`src/rtl/dntimer_pkg.sv`:
```
package dntimer_pkg;
  localparam int PTV_W  = 3;
  localparam int ADDR_W = 4;

  localparam logic [ADDR_W-1:0] OFS_CTRL  = 4'h0;
  localparam logic [ADDR_W-1:0] OFS_LOAD  = 4'h4;
  localparam logic [ADDR_W-1:0] OFS_COUNT = 4'h8;

  // Control word, MSB first: clock enable, prescale, reload mode, run
  typedef struct packed {
    logic             clken;
    logic [PTV_W-1:0] ptv;
    logic             autorl;
    logic             start;
  } ctrl_t;

  localparam int CTRL_W = $bits(ctrl_t);
endpackage

```
`src/rtl/dntimer_regs.sv`:
```
module dntimer_regs
  import dntimer_pkg::*;
#(
  parameter int DATA_W = 32
) (
  input  logic              clk,
  input  logic              rst_n,
  input  logic              bus_sel,
  input  logic              bus_we,
  input  logic [ADDR_W-1:0] bus_addr,
  input  logic [DATA_W-1:0] bus_wdata,
  output logic [DATA_W-1:0] bus_rdata,
  output logic              bus_ready,
  input  logic [DATA_W-1:0] cnt,
  input  logic              hw_stop,
  output ctrl_t             ctrl,
  output logic [DATA_W-1:0] load_val,
  output logic              start_rise,
  output logic              ctrl_wr
);
  localparam int PAD_W = DATA_W - CTRL_W;

  ctrl_t             ctrl_q, ctrl_d, wr_val;
  logic [DATA_W-1:0] load_q, load_d;
  logic [DATA_W-1:0] rdata_q, rdata_d;
  logic              ready_q;
  logic              ld_wr, rd_en;

  // next-state logic
  always_comb begin
    ctrl_wr    = bus_sel & bus_we & (bus_addr == OFS_CTRL);
    ld_wr      = bus_sel & bus_we & (bus_addr == OFS_LOAD) & ctrl_q.clken;
    rd_en      = bus_sel & ~bus_we;
    wr_val     = ctrl_t'(bus_wdata[CTRL_W-1:0]);
    start_rise = ctrl_wr & wr_val.start & ~ctrl_q.start;

    ctrl_d = ctrl_q;
    if (hw_stop) ctrl_d.start = 1'b0;
    if (ctrl_wr) ctrl_d = wr_val;

    load_d = ld_wr ? bus_wdata : load_q;

    case (bus_addr)
      OFS_CTRL:  rdata_d = {{PAD_W{1'b0}}, ctrl_q};
      OFS_COUNT: rdata_d = cnt;
      default:   rdata_d = '0;
    endcase
  end

  // registers
  always_ff @(posedge clk or negedge rst_n) begin
    if (!rst_n) begin
      ctrl_q  <= '0;
      load_q  <= '0;
      rdata_q <= '0;
      ready_q <= 1'b0;
    end else begin
      ctrl_q  <= ctrl_d;
      ready_q <= bus_sel;
      if (ld_wr) load_q  <= load_d;
      if (rd_en) rdata_q <= rdata_d;
    end
  end

  assign ctrl      = ctrl_q;
  assign load_val  = load_q;
  assign bus_rdata = rdata_q;
  assign bus_ready = ready_q;
endmodule

```
`src/rtl/dntimer_prescale.sv`:
```
module dntimer_prescale #(
  parameter int PTV_W = 3
) (
  input  logic             clk,
  input  logic             rst_n,
  input  logic             run,
  input  logic             ref_tick,
  input  logic [PTV_W-1:0] ptv,
  output logic             tick
);
  localparam int DIV_W = 1 << PTV_W;

  logic [DIV_W-1:0] pcnt_q, pcnt_d, term;

  always_comb begin
    // terminal value 2^(ptv+1)-1
    term   = {DIV_W{1'b1}} >> (DIV_W - 1 - int'(ptv));
    tick   = run & ref_tick & (pcnt_q >= term);
    pcnt_d = pcnt_q;
    if (!run)          pcnt_d = '0;
    else if (ref_tick) pcnt_d = tick ? '0 : pcnt_q + DIV_W'(1);
  end

  always_ff @(posedge clk or negedge rst_n) begin
    if (!rst_n) pcnt_q <= '0;
    else        pcnt_q <= pcnt_d;
  end
endmodule

```
`src/rtl/dntimer_count.sv`:
```
module dntimer_count #(
  parameter int DATA_W = 32
) (
  input  logic              clk,
  input  logic              rst_n,
  input  logic              tick,
  input  logic              start_rise,
  input  logic              autorl,
  input  logic [DATA_W-1:0] load_val,
  output logic [DATA_W-1:0] cnt,
  output logic              irq,
  output logic              hw_stop
);
  logic [DATA_W-1:0] cnt_q, cnt_d;
  logic              irq_q, under;

  always_comb begin
    under   = tick & (cnt_q == '0);
    hw_stop = under & ~autorl;
    cnt_d   = cnt_q;
    if (start_rise)            cnt_d = load_val;
    else if (under && autorl)  cnt_d = load_val;
    else if (tick && !under)   cnt_d = cnt_q - DATA_W'(1);
  end

  always_ff @(posedge clk or negedge rst_n) begin
    if (!rst_n) begin
      cnt_q <= '0;
      irq_q <= 1'b0;
    end else begin
      cnt_q <= cnt_d;
      irq_q <= under;
    end
  end

  assign cnt = cnt_q;
  assign irq = irq_q;
endmodule

```
`src/rtl/dntimer.sv`:
```
module dntimer
  import dntimer_pkg::*;
#(
  parameter int DATA_W = 32
) (
  input  logic              clk,
  input  logic              rst_n,
  input  logic              ref_tick,
  input  logic              bus_sel,
  input  logic              bus_we,
  input  logic [ADDR_W-1:0] bus_addr,
  input  logic [DATA_W-1:0] bus_wdata,
  output logic [DATA_W-1:0] bus_rdata,
  output logic              bus_ready,
  output logic              irq
);
  logic              rst_meta, rst_sync_n;
  ctrl_t             ctrl;
  logic [DATA_W-1:0] load_val, cnt;
  logic              start_rise, ctrl_wr, hw_stop, tick, run, autorl_en;

  // asynchronous assert, synchronous release
  always_ff @(posedge clk or negedge rst_n) begin
    if (!rst_n) begin
      rst_meta   <= 1'b0;
      rst_sync_n <= 1'b0;
    end else begin
      rst_meta   <= 1'b1;
      rst_sync_n <= rst_meta;
    end
  end

  assign run       = ctrl.start & ctrl.clken;
  assign autorl_en = ctrl.autorl;

  dntimer_regs #(.DATA_W(DATA_W)) u_regs (
    .clk        (clk),
    .rst_n      (rst_sync_n),
    .bus_sel    (bus_sel),
    .bus_we     (bus_we),
    .bus_addr   (bus_addr),
    .bus_wdata  (bus_wdata),
    .bus_rdata  (bus_rdata),
    .bus_ready  (bus_ready),
    .cnt        (cnt),
    .hw_stop    (hw_stop),
    .ctrl       (ctrl),
    .load_val   (load_val),
    .start_rise (start_rise),
    .ctrl_wr    (ctrl_wr)
  );

  dntimer_prescale #(.PTV_W(PTV_W)) u_pre (
    .clk      (clk),
    .rst_n    (rst_sync_n),
    .run      (run),
    .ref_tick (ref_tick),
    .ptv      (ctrl.ptv),
    .tick     (tick)
  );

  dntimer_count #(.DATA_W(DATA_W)) u_cnt (
    .clk        (clk),
    .rst_n      (rst_sync_n),
    .tick       (tick),
    .start_rise (start_rise),
    .autorl     (autorl_en),
    .load_val   (load_val),
    .cnt        (cnt),
    .irq        (irq),
    .hw_stop    (hw_stop)
  );
endmodule

```
`config.mk`:
```
export PLATFORM = sky130hd
export DESIGN_NAME = dntimer
export DESIGN_NICKNAME = d
export VERILOG_FILES = /design/src/rtl/dntimer_pkg.sv /design/src/rtl/dntimer_regs.sv /design/src/rtl/dntimer_prescale.sv /design/src/rtl/dntimer_count.sv /design/src/rtl/dntimer.sv
export SDC_FILE = /design/constraint.sdc
export NUM_CORES = 1
export LEC_CHECK = 0
export ABC_CLOCK_PERIOD_IN_PS = 3600
export BUFFER_PORTS_ARGS = -buffer_cell sky130_fd_sc_hd__buf_4
export CAP_MARGIN = 10
export CORE_MARGIN = 2
export CORE_UTILIZATION = 51
export DETAILED_ROUTE_END_ITERATION = 7
export GPL_ROUTABILITY_DRIVEN = 0
export PLACE_DENSITY = 0.74
export SYNTH_ARGS = -nofsm -noshare
export SYNTH_HDL_FRONTEND = slang
export SYNTH_SLANG_ARGS = --single-unit
export TNS_END_PERCENT = 10
```
`constraint.sdc`:
```
create_clock -name clk -period 3.6 [get_ports clk]
set_input_delay 0.18 -clock clk [delete_from_list [all_inputs] [get_ports clk]]
set_output_delay 0.18 -clock clk [all_outputs]
set_load 0.02 [all_outputs]
```
==> impl_results.md, run 1 <==
- H-tree depth: 4
- Largest net degree at the start of global routing: 78
- Syn avg cell area: between 10 and 15 um^2
- Initial DRC count: between 300 and 400
- CP Class: reg -> reg
- Antenna Nets Post-Route: 0
- TritonCTS clock tree: yes
- Die X: 109 um
- Share of layout cells above drive strength 1: about a quarter
- Max VDD drop: approximately 310 uV
- Remaining DRCs: 0
- Setup Slack @ Placement: slightly below 0.7 ns
- Worst Slack Setup Final: around 0.61 ns
- Detailed-placement wirelength estimate: about 9.0 mm
- Yosys top cell area share: between 50% and 60%
- Post-synth EDFFs: 0
- Main synth FF type: dfrtp_1
- Max cap viols: 0
- Status: complete, no violations
- Power Dens Cells: 476 nW/um^2
- Inserted Clock Buffers: 17
- Vias: approximately 4800
- Antenna Cells: 0
- Yosys top cell by area: dfrtp_1
- First-pass GRT wire length: between 20 and 25 mm
- Root Driver: clkbuf_8
- FFs w/ async S/R, synth: 100%
- Crit start category: flip-flop
- Power Total: 0.00345 W
- Fillers: approximately 820
- CTS clock-pin slew for the worst setup and hold paths: ~0.06 ns
- Grt total ovfl: 0
- RSZ-0062 raised after global routing: no
- Netlist cell types: 59
- Max FO, Critical Path: 24
- Area Growth Syn to Fin: 29.6%
- Ranking of synthesized cells by area: dfrtp_1 (51%), mux2_2 (6.8%), nand2_1 (6.2%), o21ai_0 (5.4%), a221o_1 (2.7%)
- Register bit total from synthesis: ~110
- Cell Rows: 38
- Worst slew margin: 31.4%
- Crit share post-route: 83.1%
- CTS sink count: around 110
- Data required, critical path: 3.99 ns
- Sequential share of the synthesized area: 50.9%
- Pre-Repair DR Iteration Count: 5
- Max frequency: around 0.33 GHz
- Vias in the first global route: 4754
- Core Region: about 11000 um^2
- CP endpoint kind: flip-flop
- Hold WC Path Type: in -> reg
- Clock Tree Buf Depth: 2
- Skew-Pair Late Insertion Delay: approximately 0.52 ns
- Hold Slack: about 0.18 ns
- Post-CTS sizing: 0
- Initial antenna violation count: 0
- Post-Syn Area: 5610 um^2
- Setup Viol. Count Final: 0
- Slew Limit Fails: 0
- Routed Wire Length: 14.1 mm
- Routed WL per cell: between 15 and 20 um
- Die Y: ~110 um
- Port Buffers: 74
- Static Leak: 3.27 nW
- Tot GR Track Use: between 20% and 30%
- Final min period: roughly 3 ns
- YS warnings: 0
- Post-Syn Instances: around 560
- Syn_nets: 610
- Clk_skew: 0.00897 ns
- Starting density of the core: 51.9%
- Hold Vio Cnt, Final: 0
- CP Data Arrival Time: 3.38 ns
- I/O Pins: 75
- Nets: approximately 720
- Final total negative setup slack: 0 ns
- Die ar.: 11800 um^2
- Actual slew at the worst max-slew pin: a little over 1 ns
- Vias/cell: between 5 and 6
- Most common cell after layout, fill and taps aside: dfrtp_1
- Commonest non-fill, non-tap cells in the layout: dfrtp_1 (113), nand2_1 (93), buf_4 (85)
## timing repair
item | CTS | global route
endpoints found under the hold margin | 41 | 0
buffers inserted | 0 | 0
hold buffers | 35 | 0
## cells in the mapped netlist (4+ instances only)
cell and count:
dfrtp_1 114, nand3_1 15, ha_1 10, a22oi_1 12
buf_2 9, or4_1 4, or3_1 7, and3_1 7
a21oi_1 13, nor3_1 21, nor2_1 25, clkbuf_1 18
nand4_1 4, o21ai_0 61, nor4_1 10, a221o_1 15
inv_1 14, mux2_2 34, nand2b_1 7, xnor2_1 6
nand2_1 93
## flip-flops by register name, summed over array words and instances, names as in the netlist
name and flops:
u_regs.ctrl 6, u_cnt.cnt 32, u_pre.pcnt_q 8, u_regs.bus_ready 1
u_cnt.irq 1, u_regs.bus_rdata 32, rst_meta 1, u_regs.load_val 32
rst_sync_n 1
## where the power goes
part / switching, W / internal [W]
clock network: 0.000581 / 0.00121
logic: 0.000121 / 0.000130
registers: 0.0000735 / 0.00134
## layout make-up
class | instances | area, um^2 | share of cell area [%]
Clock inverter | 10 | 181 | 2.50
Sequential cell | 114 | 2860 | 39.3
Clock buffer | 22 | 443 | 6.10
Inverter | 14 | 52.6 | 0.724
Multi-Input combinational cell | 401 | 2560 | 35.3
Tap cell | 140 | 175 | 2.41
Timing Repair Buffer | 120 | 988 | 13.6
## metrics by stage
stage / cells / utilization, % / instance area, um^2
after global routing: 821 / 67.3 / 7260
after global placement: 754 / 58.3 / 6290
after detailed placement: 754 / 58.3 / 6290
after CTS: 821 / 67.3 / 7260
after floorplan: 559 / - / 5610
final: 821 / 67.3 / 7260
## metal layers
layer | global-route usage, % | wire length, um | vias to the layer above
li1 | - | - | 2248
met1 | 33.6 | 6000 | 2316
met2 | 41.7 | 7030 | 193
met5 | 0 | 0 | -
met4 | 8.24 | 198 | 0
met3 | 5.92 | 910 | 21
## worst max-delay path: stages, from the launching register on
cell and delay (ns):
dfrtp_1 0.46, o21ai_0 0.26, ha_1 0.29, and4_1 0.23
nor2b_1 0.13, a22oi_1 0.16, buf_4 0.31, nand2b_1 0.59
nor2_1 0.13, a221o_1 0.30
## cell families (layout without fill, tap and decap cells)
family	count (synthesis)	in the layout	share of synthesized area [%]
multiplexers	36	36	7.19
AND/OR/NAND/NOR	217	217	19.5
XOR/XNOR	7	7	1.09
flip-flops	114	114	50.9
buffers and inverters	44	166	3.77
other	1	1	0.0669
adder cells (fa/ha/maj)	10	10	2.23
AO/OA/AOI/OAI	130	130	15.2
## final timing paths
kind | slack [ns] | cells past startpoint | end | from
max in group asynchronous | 2.24 | 1 | u_regs.bus_rdata[21] | rst_sync_n
min in group asynchronous | 0.50 | 0 | u_regs.load_val[19] | rst_sync_n
hold / removal | 0.18 | 3 | u_pre.pcnt_q[1] | ref_tick
setup reg to reg | 0.61 | 9 | u_cnt.cnt[22] | u_regs.ctrl[3]
setup / recovery | 0.61 | 9 | u_cnt.cnt[22] | u_regs.ctrl[3]
hold reg to reg | 0.35 | 0 | rst_sync_n | rst_meta
(Power assumes the default switching activity.)
==> run 2: changes to the inputs <==
ABC_AREA = 1   (was unset)
ABC_CLOCK_PERIOD_IN_PS = 2800   (was 3600)
PLACE_DENSITY = 0.7   (was 0.74)
clock period = 2.8 ns   (was 3.6 ns; I/O delays follow)
==> run 2 against run 1 <==
  * Wire length up 4.9%
  * Largest cell class is now multi-input gates
  * Setup slack got worse by 0.097 ns
  * Clock-buffer cell count is 3 higher
  * Critical path depth up 7
  * Final cell count grew 15%
  * Combinational power grew to 3.6 times the previous value
  * Register-to-register slack got worse by 0.097 ns
  * Via count increased by 6.3%
  * Synthesized cell count up 21%
  * Fmax is 31% higher
  * Clock skew shrank 0.0024 ns
  * Core utilization fell by 2.6 points
==> impl_results.md, run 2 <==
- Hold Vio Cnt, Final: 0 (unchanged)
- Crit path largest cell delay: 0.45 ns (-0.14 ns)
- Die X: 114 um (+4.7%)
- Final min period: 2.29 ns (-0.703 ns)
- Register cell area after layout: 2860 um^2 (unchanged)
- Power Total: 0.00491 W (+42%)
- Pre-Repair DR Iteration Count: 6 (+1)
- Max VDD drop: 381 uV (+22%)
- Root Driver: clkbuf_16
- CTS sink count: 114 (unchanged)
- TritonCTS clock tree: yes
- Clock Tree Buf Depth: 2 (unchanged)
- Detailed-placement wirelength estimate: 10.4 mm (+15%)
- Sequential share of the synthesized area: 46.3% (-4.6 points)
- CP Class: reg -> reg
- Fillers: 976 (+19%)
- Power Dens Cells: 637 nW/um^2 (+34%)
- Final Cell Area: 7700 um^2 (+6.1%)
- Vias in the first global route: 5013 (+5.4%)
- Slew Limit Fails: 0 (unchanged)
- CP endpoint kind: flip-flop
- Hold WC Path Type: in -> async
- Max FO, Critical Path: 31 (+29%)
- Remaining DRCs: 0 (unchanged)
- RSZ-0062 raised after global routing: no
- Die ar.: 13000 um^2 (+9.5%)
- Post-synth EDFFs: 0 (unchanged)
- Antenna Cells: 0 (unchanged)
- Yosys top cell area share: 46.3% (-4.6 points)
- Core Region: 11900 um^2 (+10%)
- Skew-Pair Late Insertion Delay: 0.42 ns (-0.10 ns)
- Critical path's most frequent cell: nand2_1
- Vias: 5079 (+6.3%)
- Setup Fix Bufs, Post-CTS: 0 (unchanged)
- Routed Wire Length: 14.8 mm (+4.9%)
- Static Leak: 3.91 nW (+20%)
- FFs w/ async S/R, synth: 100% (unchanged)
- Buf/Inv on CP: 3 (+2)
- Status: complete, no violations
- Most common cell after layout, fill and taps aside: nand2_1
- H-tree depth: 4 (unchanged)
- Largest net degree at the start of global routing: 90 (+15%)
- Multi-input gate area: 2930 um^2 (+14%)
- I/O Pins: 75 (unchanged)
- DP Area: 6820 um^2 (+8.5%)
- Nets: 839 (+17%)
- Starting density of the core: 51.7% (-0.22 points)
- Critical-path cell list: nor3_1 -> ha_1 -> inv_1 -> nand2_1 -> nand2_1 -> nand2_1 -> nand2_1 -> nand2_1 -> nand2_1 -> nor2_1 -> buf_4 -> nand2_1 -> nand2_1 -> nand2_1 -> nand2_1 -> inv_1
- Port Buffers: 74 (unchanged)
- Crit-path leading delay family: simple AND/OR/NAND/NOR gates
- Grt total ovfl: 0 (unchanged)
- Post-Syn Area: 6160 um^2 (+9.9%)
- CP max-delay cell: dfrtp_1
- Share of layout cells above drive strength 1: 28.1% (+3.3 points)
- Antenna Nets Post-Route: 0 (unchanged)
- Post-Syn Instances: 678 (+21%)
- Routed WL per cell: 15.7 um (-9.1%)
- Crit start category: flip-flop
- Inserted Clock Buffers: 17 (unchanged)
- First-pass GRT wire length: 24.8 mm (+6.7%)
- Setup Viol. Count Final: 0 (unchanged)
- Cell Rows: 40 (+5.3%)
- Tot GR Track Use: 24.6% (-0.81 points)
- Post-layout util: 64.7% (-2.6 points)
- Register bit total from synthesis: 114 (unchanged)
- Die Y: 114 um (+4.7%)
- Syn avg cell area: 9.09 um^2 (-9.4%)
- Post-CTS sizing: 0 (unchanged)
- Main synth FF type: dfrtp_1
- Netlist cell types: 34 (-42%)
- Vias/cell: 5.36 (-7.8%)
- YS warnings: 0 (unchanged)
- Yosys top cell by area: dfrtp_1
- Max frequency: 0.437 GHz (+31%)
- Data required, critical path: 3.11 ns (-0.88 ns)
- Syn_nets: 729 (+20%)
- # hold bufs at CTS: 33 (-5.7%)
- Final total negative setup slack: 0 ns (unchanged)
- Crit share post-route: 81.8% (-1.3 points)
- Top-count cell post-synth: nand2_1
- Ranking of synthesized cells by area: dfrtp_1 (46%), nand2_1 (8.5%), mux2_2 (6.8%), nand3_2 (5.2%), nand3_1 (4.6%)
- Commonest non-fill, non-tap cells in the layout: nand2_1 (139), dfrtp_1 (113), buf_4 (81)
- Area Growth Syn to Fin: 25.1%
- Synth cell count leaders: nand2_1 (139), dfrtp_1 (114), inv_1 (58), nor2_1 (58), nand3_1 (56)
- Clk_skew: 0.00655 ns (-0.00242 ns)
- CP Data Arrival Time: 2.60 ns (-0.78 ns)
- Initial antenna violation count: 0 (unchanged)
- Max cap viols: 0 (unchanged)
- CTS clock-pin slew for the worst setup and hold paths: 0.05 ns (about the same)
- Initial DRC count: 553 (+77%)
## run 2: worst register-to-register path, stage by stage, from the launching register on
cell,delay [ns]
dfrtp_1,0.45
nor3_1,0.28
ha_1,0.20
inv_1,0.05
nand2_1,0.07
nand2_1,0.05
nand2_1,0.06
nand2_1,0.11
nand2_1,0.10
nand2_1,0.07
nor2_1,0.11
buf_4,0.32
nand2_1,0.09
nand2_1,0.07
nand2_1,0.05
nand2_1,0.06
inv_1,0.04
## run 2: cell type report
class | instances | area share (%)
multi-input combinational | 481 | 38.0
sequential | 114 | 37.1
timing repair buffer | 115 | 12.4
clock buffer | 25 | 6.17
inverter | 59 | 2.87
tap | 147 | 2.39
clock inverter | 6 | 1.04
## run 2: per-layer routing
layer,global-route usage [%],vias to the layer above,wire length [um]
li1,-,2455,-
met4,9.43,0,244
met5,0,-,0
met2,37.3,185,6670
met1,35.1,2416,6980
met3,5.10,23,940
## run 2: final timing paths
check	depth (start not counted)	from	to	slack, ns
worst max-delay path	16	u_regs.ctrl[3]	u_cnt.cnt[0]	0.51
worst min-delay path	2	rst_n	rst_sync_n	0.04
worst max register to register	16	u_regs.ctrl[3]	u_cnt.cnt[0]	0.51
worst min register to register	0	rst_sync_n	u_regs.bus_rdata[1]	0.24
max in group asynchronous	1	rst_sync_n	u_regs.load_val[23]	1.77
min in group clk	3	bus_wdata[0]	u_regs.load_val[0]	0.06
## run 2: cells by family (layout without fill, tap and decap cells)
group | Yosys count | count (layout) | share of synthesized area, %
AOI/OAI and AO/OA | 56 | 56 | 5.89
xor gates and xnor gates | 29 | 29 | 4.12
adders and majority gates | 10 | 10 | 2.03
buffers and inverters | 83 | 205 | 6.13
DFF | 114 | 114 | 46.3
muxes | 37 | 37 | 6.76
other | 1 | 1 | 0.0609
and+or+nand+nor | 348 | 348 | 28.7
## run 2: report_power, final
| group | switching, W | internal (W) | leakage, nW |
|---|---|---|---|
| clock network | 0.000699 | 0.00134 | 0.275 |
| registers | 0.000152 | 0.00181 | 1.52 |
| logic | 0.000538 | 0.000373 | 2.11 |
| total | 0.00139 | 0.00352 | 3.91 |
## run 2: through the flow
step	setup WS [ns]	cells	hold slack (ns)
after detailed placement	0.575	883	-0.0760
after floorplan	0.894	678	-0.156
after CTS	0.547	947	0.0268
final	0.510	947	0.0438
after global placement	0.763	883	-0.0778
after global routing	0.359	947	0.0427
